===== src/rtl/serprog_pkg.sv =====
package serprog_pkg;
    parameter int REF_RATIO_W  = 14;
    parameter int SWALLOW_W    = 8;
    parameter int MAIN_COUNT_W = 11;
    parameter int REF_RATIO_MIN  = 8;
    parameter int MAIN_COUNT_MIN = 16;
    parameter int SYNC_STAGES    = 2;

    localparam int REF_WORD_W  = REF_RATIO_W + 2;
    localparam int MAIN_WORD_W = SWALLOW_W + MAIN_COUNT_W + 1;
    localparam int SHIFT_W     = (REF_WORD_W > MAIN_WORD_W) ? REF_WORD_W : MAIN_WORD_W;

    typedef enum logic {
        DEST_MAIN = 1'b0,
        DEST_REF  = 1'b1
    } dest_e;
endpackage


===== src/rtl/serprog_sync.sv =====
module serprog_sync #(
    parameter int WIDTH  = 3,
    parameter int STAGES = 2
) (
    input  logic             clk,
    input  logic             rst_n,
    input  logic [WIDTH-1:0] din,
    output logic [WIDTH-1:0] dout
);
    logic [WIDTH-1:0] stg_d [STAGES];
    logic [WIDTH-1:0] stg_q [STAGES];

    for (genvar g = 0; g < STAGES; g++) begin : g_stage
        if (g == 0) begin : g_first
            assign stg_d[g] = din;
        end else begin : g_next
            assign stg_d[g] = stg_q[g-1];
        end

        always_ff @(posedge clk or negedge rst_n) begin
            if (!rst_n) begin
                stg_q[g] <= '0;
            end else begin
                stg_q[g] <= stg_d[g];
            end
        end
    end

    assign dout = stg_q[STAGES-1];
endmodule


===== src/rtl/serprog_shift.sv =====
module serprog_shift #(
    parameter int SHIFT_W = 20
) (
    input  logic               clk,
    input  logic               rst_n,
    input  logic               sclk_s,
    input  logic               sdata_s,
    output logic [SHIFT_W-1:0] word_q
);
    typedef struct packed {
        logic               sclk_prev;
        logic [SHIFT_W-1:0] sr;
    } shift_state_t;

    shift_state_t st_d, st_q;
    logic         sclk_rise;

    assign sclk_rise = sclk_s & ~st_q.sclk_prev;

    always_comb begin
        st_d           = st_q;
        st_d.sclk_prev = sclk_s;
        if (sclk_rise) begin
            st_d.sr = {st_q.sr[SHIFT_W-2:0], sdata_s};
        end
    end

    always_ff @(posedge clk or negedge rst_n) begin
        if (!rst_n) begin
            st_q <= '0;
        end else begin
            st_q <= st_d;
        end
    end

    assign word_q = st_q.sr;


    shift_hold_chk: assert property (@(posedge clk) disable iff (!rst_n)
        !sclk_rise |=> $stable(word_q));
endmodule


===== src/rtl/serprog_latch.sv =====
module serprog_latch
    import serprog_pkg::*;
#(
    parameter int RATIO_W   = REF_RATIO_W,
    parameter int SWAL_W    = SWALLOW_W,
    parameter int COUNT_W   = MAIN_COUNT_W,
    parameter int RATIO_MIN = REF_RATIO_MIN,
    parameter int COUNT_MIN = MAIN_COUNT_MIN,
    parameter int SHIFT_W   = SWAL_W + COUNT_W + 1
) (
    input  logic               clk,
    input  logic               rst_n,
    input  logic               le_s,
    input  logic [SHIFT_W-1:0] word,
    output logic [RATIO_W-1:0] ref_ratio,
    output logic               ref_mode,
    output logic [SWAL_W-1:0]  main_swallow,
    output logic [COUNT_W-1:0] main_count,
    output logic               ref_valid,
    output logic               main_valid,
    output logic               load_err,
    output logic               sw_en
);
    localparam logic [RATIO_W-1:0] RATIO_LO = RATIO_W'(RATIO_MIN);
    localparam logic [COUNT_W-1:0] COUNT_LO = COUNT_W'(COUNT_MIN);
    localparam int MODE_BIT  = RATIO_W + 1;
    localparam int COUNT_TOP = SWAL_W + COUNT_W;

    typedef struct packed {
        logic               le_prev;
        logic [RATIO_W-1:0] ratio;
        logic               mode;
        logic [SWAL_W-1:0]  swallow;
        logic [COUNT_W-1:0] count;
        logic               ref_ok;
        logic               main_ok;
        logic               err;
    } latch_state_t;

    latch_state_t st_d, st_q;
    logic               le_rise;
    dest_e              dest;
    logic [RATIO_W-1:0] ratio_in;
    logic [SWAL_W-1:0]  swallow_in;
    logic [COUNT_W-1:0] count_in;

    assign le_rise    = le_s & ~st_q.le_prev;
    assign dest       = dest_e'(word[0]);
    assign ratio_in   = word[RATIO_W:1];
    assign swallow_in = word[SWAL_W:1];
    assign count_in   = word[COUNT_TOP:SWAL_W+1];

    always_comb begin
        st_d         = st_q;
        st_d.le_prev = le_s;
        st_d.err     = 1'b0;
        if (le_rise) begin
            if (dest == DEST_REF) begin
                if (ratio_in >= RATIO_LO) begin
                    st_d.ratio  = ratio_in;
                    st_d.mode   = word[MODE_BIT];
                    st_d.ref_ok = 1'b1;
                end else begin
                    st_d.err = 1'b1;
                end
            end else begin
                if (count_in >= COUNT_LO) begin
                    st_d.swallow = swallow_in;
                    st_d.count   = count_in;
                    st_d.main_ok = 1'b1;
                end else begin
                    st_d.err = 1'b1;
                end
            end
        end
    end

    always_ff @(posedge clk or negedge rst_n) begin
        if (!rst_n) begin
            st_q <= '0;
        end else begin
            st_q <= st_d;
        end
    end

    assign ref_ratio    = st_q.ratio;
    assign ref_mode     = st_q.mode;
    assign main_swallow = st_q.swallow;
    assign main_count   = st_q.count;
    assign ref_valid    = st_q.ref_ok;
    assign main_valid   = st_q.main_ok;
    assign load_err     = st_q.err;
    assign sw_en        = st_q.le_prev;


    ref_hold_chk: assert property (@(posedge clk) disable iff (!rst_n)
        !le_rise |=> $stable({ref_ratio, ref_mode, main_swallow, main_count}));

    ref_range_chk: assert property (@(posedge clk) disable iff (!rst_n)
        ref_valid |-> (ref_ratio >= RATIO_LO));

    main_range_chk: assert property (@(posedge clk) disable iff (!rst_n)
        main_valid |-> (main_count >= COUNT_LO));

    err_pulse_chk: assert property (@(posedge clk) disable iff (!rst_n)
        load_err |=> !load_err);

    valid_sticky_chk: assert property (@(posedge clk) disable iff (!rst_n)
        (ref_valid || main_valid) |=> ($past(ref_valid) -> ref_valid) && ($past(main_valid) -> main_valid));

    one_dest_chk: assert property (@(posedge clk) disable iff (!rst_n)
        $changed({ref_ratio, ref_mode}) |-> $stable({main_swallow, main_count}));
endmodule


===== src/rtl/serprog_loader.sv =====
module serprog_loader
    import serprog_pkg::*;
(
    input  logic                    clk,
    input  logic                    rst_n,
    input  logic                    ser_clk,
    input  logic                    ser_data,
    input  logic                    ser_le,
    output logic [REF_RATIO_W-1:0]  ref_ratio,
    output logic                    ref_mode,
    output logic [SWALLOW_W-1:0]    main_swallow,
    output logic [MAIN_COUNT_W-1:0] main_count,
    output logic                    ref_valid,
    output logic                    main_valid,
    output logic                    load_err,
    output logic                    sw_en
);
    localparam int LINES = 3;

    logic [LINES-1:0]   raw_lines;
    logic [LINES-1:0]   sync_lines;
    logic [SHIFT_W-1:0] word_q;

    assign raw_lines = {ser_le, ser_data, ser_clk};

    serprog_sync #(
        .WIDTH  (LINES),
        .STAGES (SYNC_STAGES)
    ) sync_i (
        .clk   (clk),
        .rst_n (rst_n),
        .din   (raw_lines),
        .dout  (sync_lines)
    );

    serprog_shift #(
        .SHIFT_W (SHIFT_W)
    ) shift_i (
        .clk     (clk),
        .rst_n   (rst_n),
        .sclk_s  (sync_lines[0]),
        .sdata_s (sync_lines[1]),
        .word_q  (word_q)
    );

    serprog_latch #(
        .RATIO_W   (REF_RATIO_W),
        .SWAL_W    (SWALLOW_W),
        .COUNT_W   (MAIN_COUNT_W),
        .RATIO_MIN (REF_RATIO_MIN),
        .COUNT_MIN (MAIN_COUNT_MIN),
        .SHIFT_W   (SHIFT_W)
    ) latch_i (
        .clk          (clk),
        .rst_n        (rst_n),
        .le_s         (sync_lines[2]),
        .word         (word_q),
        .ref_ratio    (ref_ratio),
        .ref_mode     (ref_mode),
        .main_swallow (main_swallow),
        .main_count   (main_count),
        .ref_valid    (ref_valid),
        .main_valid   (main_valid),
        .load_err     (load_err),
        .sw_en        (sw_en)
    );


    sw_follow_chk: assert property (@(posedge clk) disable iff (!rst_n)
        $rose(sw_en) |-> $past(sync_lines[2]));
endmodule


===== config.mk =====
export PLATFORM = sky130hd
export DESIGN_NAME = serprog_loader
export DESIGN_NICKNAME = d
export VERILOG_FILES = /design/src/rtl/serprog_pkg.sv /design/src/rtl/serprog_sync.sv /design/src/rtl/serprog_shift.sv /design/src/rtl/serprog_latch.sv /design/src/rtl/serprog_loader.sv
export SDC_FILE = /design/constraint.sdc
export NUM_CORES = 1
export LEC_CHECK = 0
export ABC_AREA = 1
export BUFFER_PORTS_ARGS = -buffer_cell sky130_fd_sc_hd__buf_2
export CELL_PAD_IN_SITES_DETAIL_PLACEMENT = 1
export CELL_PAD_IN_SITES_GLOBAL_PLACEMENT = 1
export CORE_UTILIZATION = 34
export CTS_CLUSTER_SIZE = 14
export DETAILED_ROUTE_END_ITERATION = 7
export PLACE_DENSITY_LB_ADDON = 0.08
export SYNTH_ARGS = -nofsm -noshare
export SYNTH_HDL_FRONTEND = slang
export SYNTH_HIERARCHICAL = 1
export SYNTH_SLANG_ARGS = --single-unit

===== constraint.sdc =====
create_clock -name clk -period 1.85 [get_ports clk]
set_input_delay 0.185 -clock clk [delete_from_list [all_inputs] [get_ports clk]]
set_output_delay 0.185 -clock clk [all_outputs]
set_load 0.03 [all_outputs]

# Word-level counts from Yosys, hierarchy flattened
# Cells that the tools add are included.
[word_totals] ff_bits=65 inputBits=5 output_inout_bits=38 elab_cells=25
[classes] order_cmp=2 n_mux=4 bitwise_logic=5 reduce_logical=2
[ops] cell="$ge 14x4->1 const B" count=1
[ops] cell="$ge 11x5->1 const B" count=1
[ops] cell="$reduce_and 3->1" count=2
[ops] cell="$mux 1" count=4
[ops] cell="$not 1->1" count=3
[ops] cell="$and 1x1->1" count=2

# Logic depth before layout (Yosys ltp)
[logic_depth] ltp_word=4 mapped_depth=9 ltp_nobuf=7

# Cells and area by module
# The synthesis kept the hierarchy.
[by_module_without_submodules] module="serprog_latch" n_inst=1 cells_per_inst=182 area_each_um2=1599.0
[by_module_without_submodules] module="serprog_shift" n_inst=1 cells_per_inst=109 area_each_um2=983.4
[by_module_without_submodules] module="serprog_sync" n_inst=1 cells_per_inst=6 area_each_um2=150.1

# Worst setup path before layout
# Ideal clock, no wire load.
[synth_timing] path_kind="reg2reg" start="register latch_i.st_q, in the netlist latch_i/sw_en" end="register latch_i.st_q, in the netlist latch_i/ref_ratio[1]" setup_ns=0.118 t_arrival_ns=1.249 path_slack_ns=0.483 stages_incl_launch_ff=6 n_path_buf=1 path_cell_list="dfrtp_1 nor3b_4 nand2_4 buf_6 nand2_1 nand2_1"
[synth_between] elab_chain_cells=3
[synth_rtl] item="from (decl)" line_no="serprog_latch.sv:40" rtl="latch_state_t st_d, st_q;"
[synth_rtl] item="from (signal assigned)" line_no="serprog_latch.sv:82" rtl="st_q <= st_d;"
[synth_rtl] item="$not 1->1" line_no="serprog_latch.sv:47" rtl="assign le_rise = le_s & ~st_q.le_prev;"
[synth_rtl] item="$and 1x1->1" line_no="serprog_latch.sv:47"
[synth_rtl] item="$reduce_and 3->1 (no line)"
# No other way between the ends.
# A chain may end at the register's enable or synchronous reset.

# Worst setup path after layout
[layout_timing] start="register shift_i.st_q, in the netlist shift_i/word_q[7]" end="register latch_i.st_q, in the netlist latch_i/ref_ratio[11]"
[layout_between] elab_chain_cells=2
[layout_rtl] item="from (decl)" line_no="serprog_shift.sv:15" rtl="shift_state_t st_d, st_q;"
[layout_rtl] item="from (signal assigned)" line_no="serprog_shift.sv:32" rtl="st_q <= st_d;"
[layout_rtl] item="$ge 14x4->1" line_no="serprog_latch.sv:59" rtl="if (ratio_in >= RATIO_LO) begin"
[layout_rtl] item="$reduce_and 3->1 (no line)"
# No other way between the ends.

==> flow_metrics.tcl <==
set metrics [dict create \
    yosys_warnings 6 \
    yosysSeqAreaShare_pct 59.5 \
    synth_most_common_cell "nand2_1" \
    grt_use_total_pct 16.3 \
    clkLatencyLatePin_ns 0.33 \
    num_rows 32 \
    syn_inst 297 \
    drive_above_1_share_pct 22.2 \
    dieHeight_um 91.7 \
    synth_ff_type "dfrtp_1" \
    clock_path_buffers 2 \
    htree_levels 3 \
    utilization_pct 40.1 \
    synth-seq-cells 65 \
    cts_made_buffers 9 \
    die_area_mm2 0.00840 \
    leakage_uw 0.00180 \
    power_frac_clock_pct 27.2 \
    cts_hold_buffers 4 \
    synth_area_leaders "dfrtp_1 60%, nand2_1 16%, nand3_1 10%, buf_4 6.0%, buf_6 2.1%" \
    synth.top_cells.by_count "117 x nand2_1, 65 x dfrtp_1, 55 x nand3_1, 22 x buf_4" \
    io-pin-count 43 \
    drc 0 \
    swShare_pct 36.6 \
    period_minus_slack_ns 1.44 \
    max_freq_mhz 694 \
    syn_nets 302 \
    n_antenna_cell 0 \
    slowest_stage "dfrtp_1" \
    ys_types 16 \
    grt_pass1_wl_um 10400 \
    die_x_um 91.7 \
    final_hold_viol_count 0 \
    crit_path_frequent_cell "nand2_1" \
    start_util_pct 35.2 \
    core_area_mm2 0.00777 \
    finClkSkew_ns 0.00696 \
    dp_slack_ns 0.417 \
    synthArstFlopShare_pct 100 \
    n_fill_cell 952 \
    gp_congestion 0.688 \
    p_per_area_mw_per_mm2 1260 \
    synth_edf_count 0 \
    finalSetupViolations 0 \
    intPower_uw 2490 \
    reg2reg_from "shift_i/word_q[7]" \
    crit_path_max_incr_delay_ns 0.46 \
    slew_headroom_pct 68.2 \
    fin_setup_tns_ns 0 \
    final_nets 334 \
    first_pass_iters 4 \
    p_sw_uw 1440 \
    maxCapViolations 0 \
    dpl_cell_area_mm2 0.00290 \
    via_per_inst 4.56 \
    p_comb_share_pct 26.4 \
    cp_max_fo 16 \
    grt_overflow 0 \
    avgSynthCellArea_um2 9.20 \
    portBuffers 42 \
    antenna_found_initial 0 \
    cp.required_ns 2.12 \
    path_class "flop to flop" \
    crit_chain "nor2_1 -> nand2_1 -> nor2_2 -> nand2_2 -> nand2_4 -> nand2_1 -> nand2_1" \
    grt_max_degree 66 \
    postLayoutCellArea_mm2 0.00312 \
    fin_ws_ns 0.409 \
    rsz0062_at_grt "false" \
    synth_top_area_share_pct 59.5 \
    cts_setup_buffers 0 \
    post_drt_wl_per_cell_um 14.0 \
    synthesis.area_mm2 0.00273 \
    grt_pass1_vias 1964 \
    ant_nets 0 \
    worstHoldStart "sync_i/stg_d[2]" \
    total_power_uw 3940 \
    drtIter0Drc 70 \
    seqPwrFrac_pct 46.4 \
    vdd_ir_drop_max_mv 0.420 \
    worst_ep_arrival_time_ns 1.71 \
    area_delta_synth_final_pct 14.0 \
    crit_path_end_kind "flop" \
    synth_top_cell_by_area "dfrtp_1" \
    clock_sinks 65 \
    vias 1988 \
    path_clk_slew_ns 0.07 \
    dp_hpwl_um 4010 \
    outcome "complete, no violations" \
    hold_class "flop to flop" \
    start_kind "flop" \
    cts_root_buf "clkbuf_8" \
    drt-total-wl_um 6090 \
    cts-resized-gates 0 \
    tightest_slew_ns 0.477 \
    finalCritPeriodShare_pct 77.9 \
    cp-startpoint "shift_i/word_q[7]" \
    slew_viol_final 0 \
    cts_tree "done" \
]
-- final cells by class --
| class | count | area (um2) | area share [%] |
|---|---|---|---|
| tap | 102 | 128 | 4.10 |
| sequential | 65 | 1630 | 52.2 |
| multi-input combinational | 187 | 812 | 26.1 |
| timing repair buffer | 56 | 338 | 10.8 |
| inverter | 10 | 37.5 | 1.20 |
| clock buffer | 13 | 159 | 5.10 |
| clock inverter | 3 | 15.0 | 0.482 |
-- path summary, 6_finish.rpt --
kind / slack, ns / depth (start not counted) / end
max: 0.41 / 7 / latch_i/ref_ratio[11]
min: 0.35 / 0 / sync_i/dout[2]
max reg2reg: 0.41 / 7 / latch_i/ref_ratio[11]
min reg2reg: 0.35 / 0 / sync_i/dout[2]
max in group asynchronous: 1.16 / 3 / shift_i/word_q[12]
min in group asynchronous: 0.41 / 3 / latch_i/main_swallow[1]
-- routing by layer --
layer  share of wire (%)  vias to the layer above  wire [um]  track usage [%]
li1                    -                      981          -                -
met1                  51                      953       3130             23.6
met2                  43                       44       2630             23.0
met3                 3.8                       10        229             3.07
met4                 1.7                        0        102             8.73
met5                   0                        -          0                0
-- cell usage in the layout, fill, tap and decap left out, drive strengths merged --
master	count
and2	1
nand4	1
nand2	120
nand3	55
nor3	1
dfrtp	65
buf	52
clkinv	3
inv	10
clkbuf	13
nor3b	1
nor2	8
dlygate4sd3	4
-- state kept, by name, summed over array words and instances (netlist names) --
signal                count
shift_i/word_q           20
latch_i/ref_ratio        14
latch_i/main_count       11
latch_i/main_swallow      8
sync_i/dout               3
sync_i/stg_d              3
latch_i/load_err          1
latch_i/main_valid        1
latch_i/ref_mode          1
latch_i/ref_valid         1
latch_i/sw_en             1
shift_i/st_q              1
-- power groups by stage --
stage | sequential [uW] | clock, uW | combinational (uW)
final | 1830 | 1070 | 1040
after global routing | 1860 | 1180 | 1150
after CTS | 1830 | 1110 | 1060
after detailed placement | 1860 | 0 | 1050
after global placement | 1850 | 0 | 1040
after floorplan | 2070 | 0 | 590
-- cells by family (layout without fill, tap and decap cells) --
group                  Yosys count  count (layout)  synth area share, %
DFF                             65              65                 59.5
and+or+nand+nor                187             187                 29.5
buffers and inverters           45              82                 10.9
-- through the flow --
stage / hold WS, ns / cells
floorplan: -0.111 / 297
global placement: 0.236 / 416
detailed placement: 0.235 / 416
CTS: 0.351 / 436
global route: 0.357 / 436
finish: 0.349 / 436
-- critical path: cells and delay by family (launching register included) --
kind / cells / cell delay (ns)
flops: 1 / 0.46
simple gates: 7 / 0.91
Power figures use the tool's default switching activity.
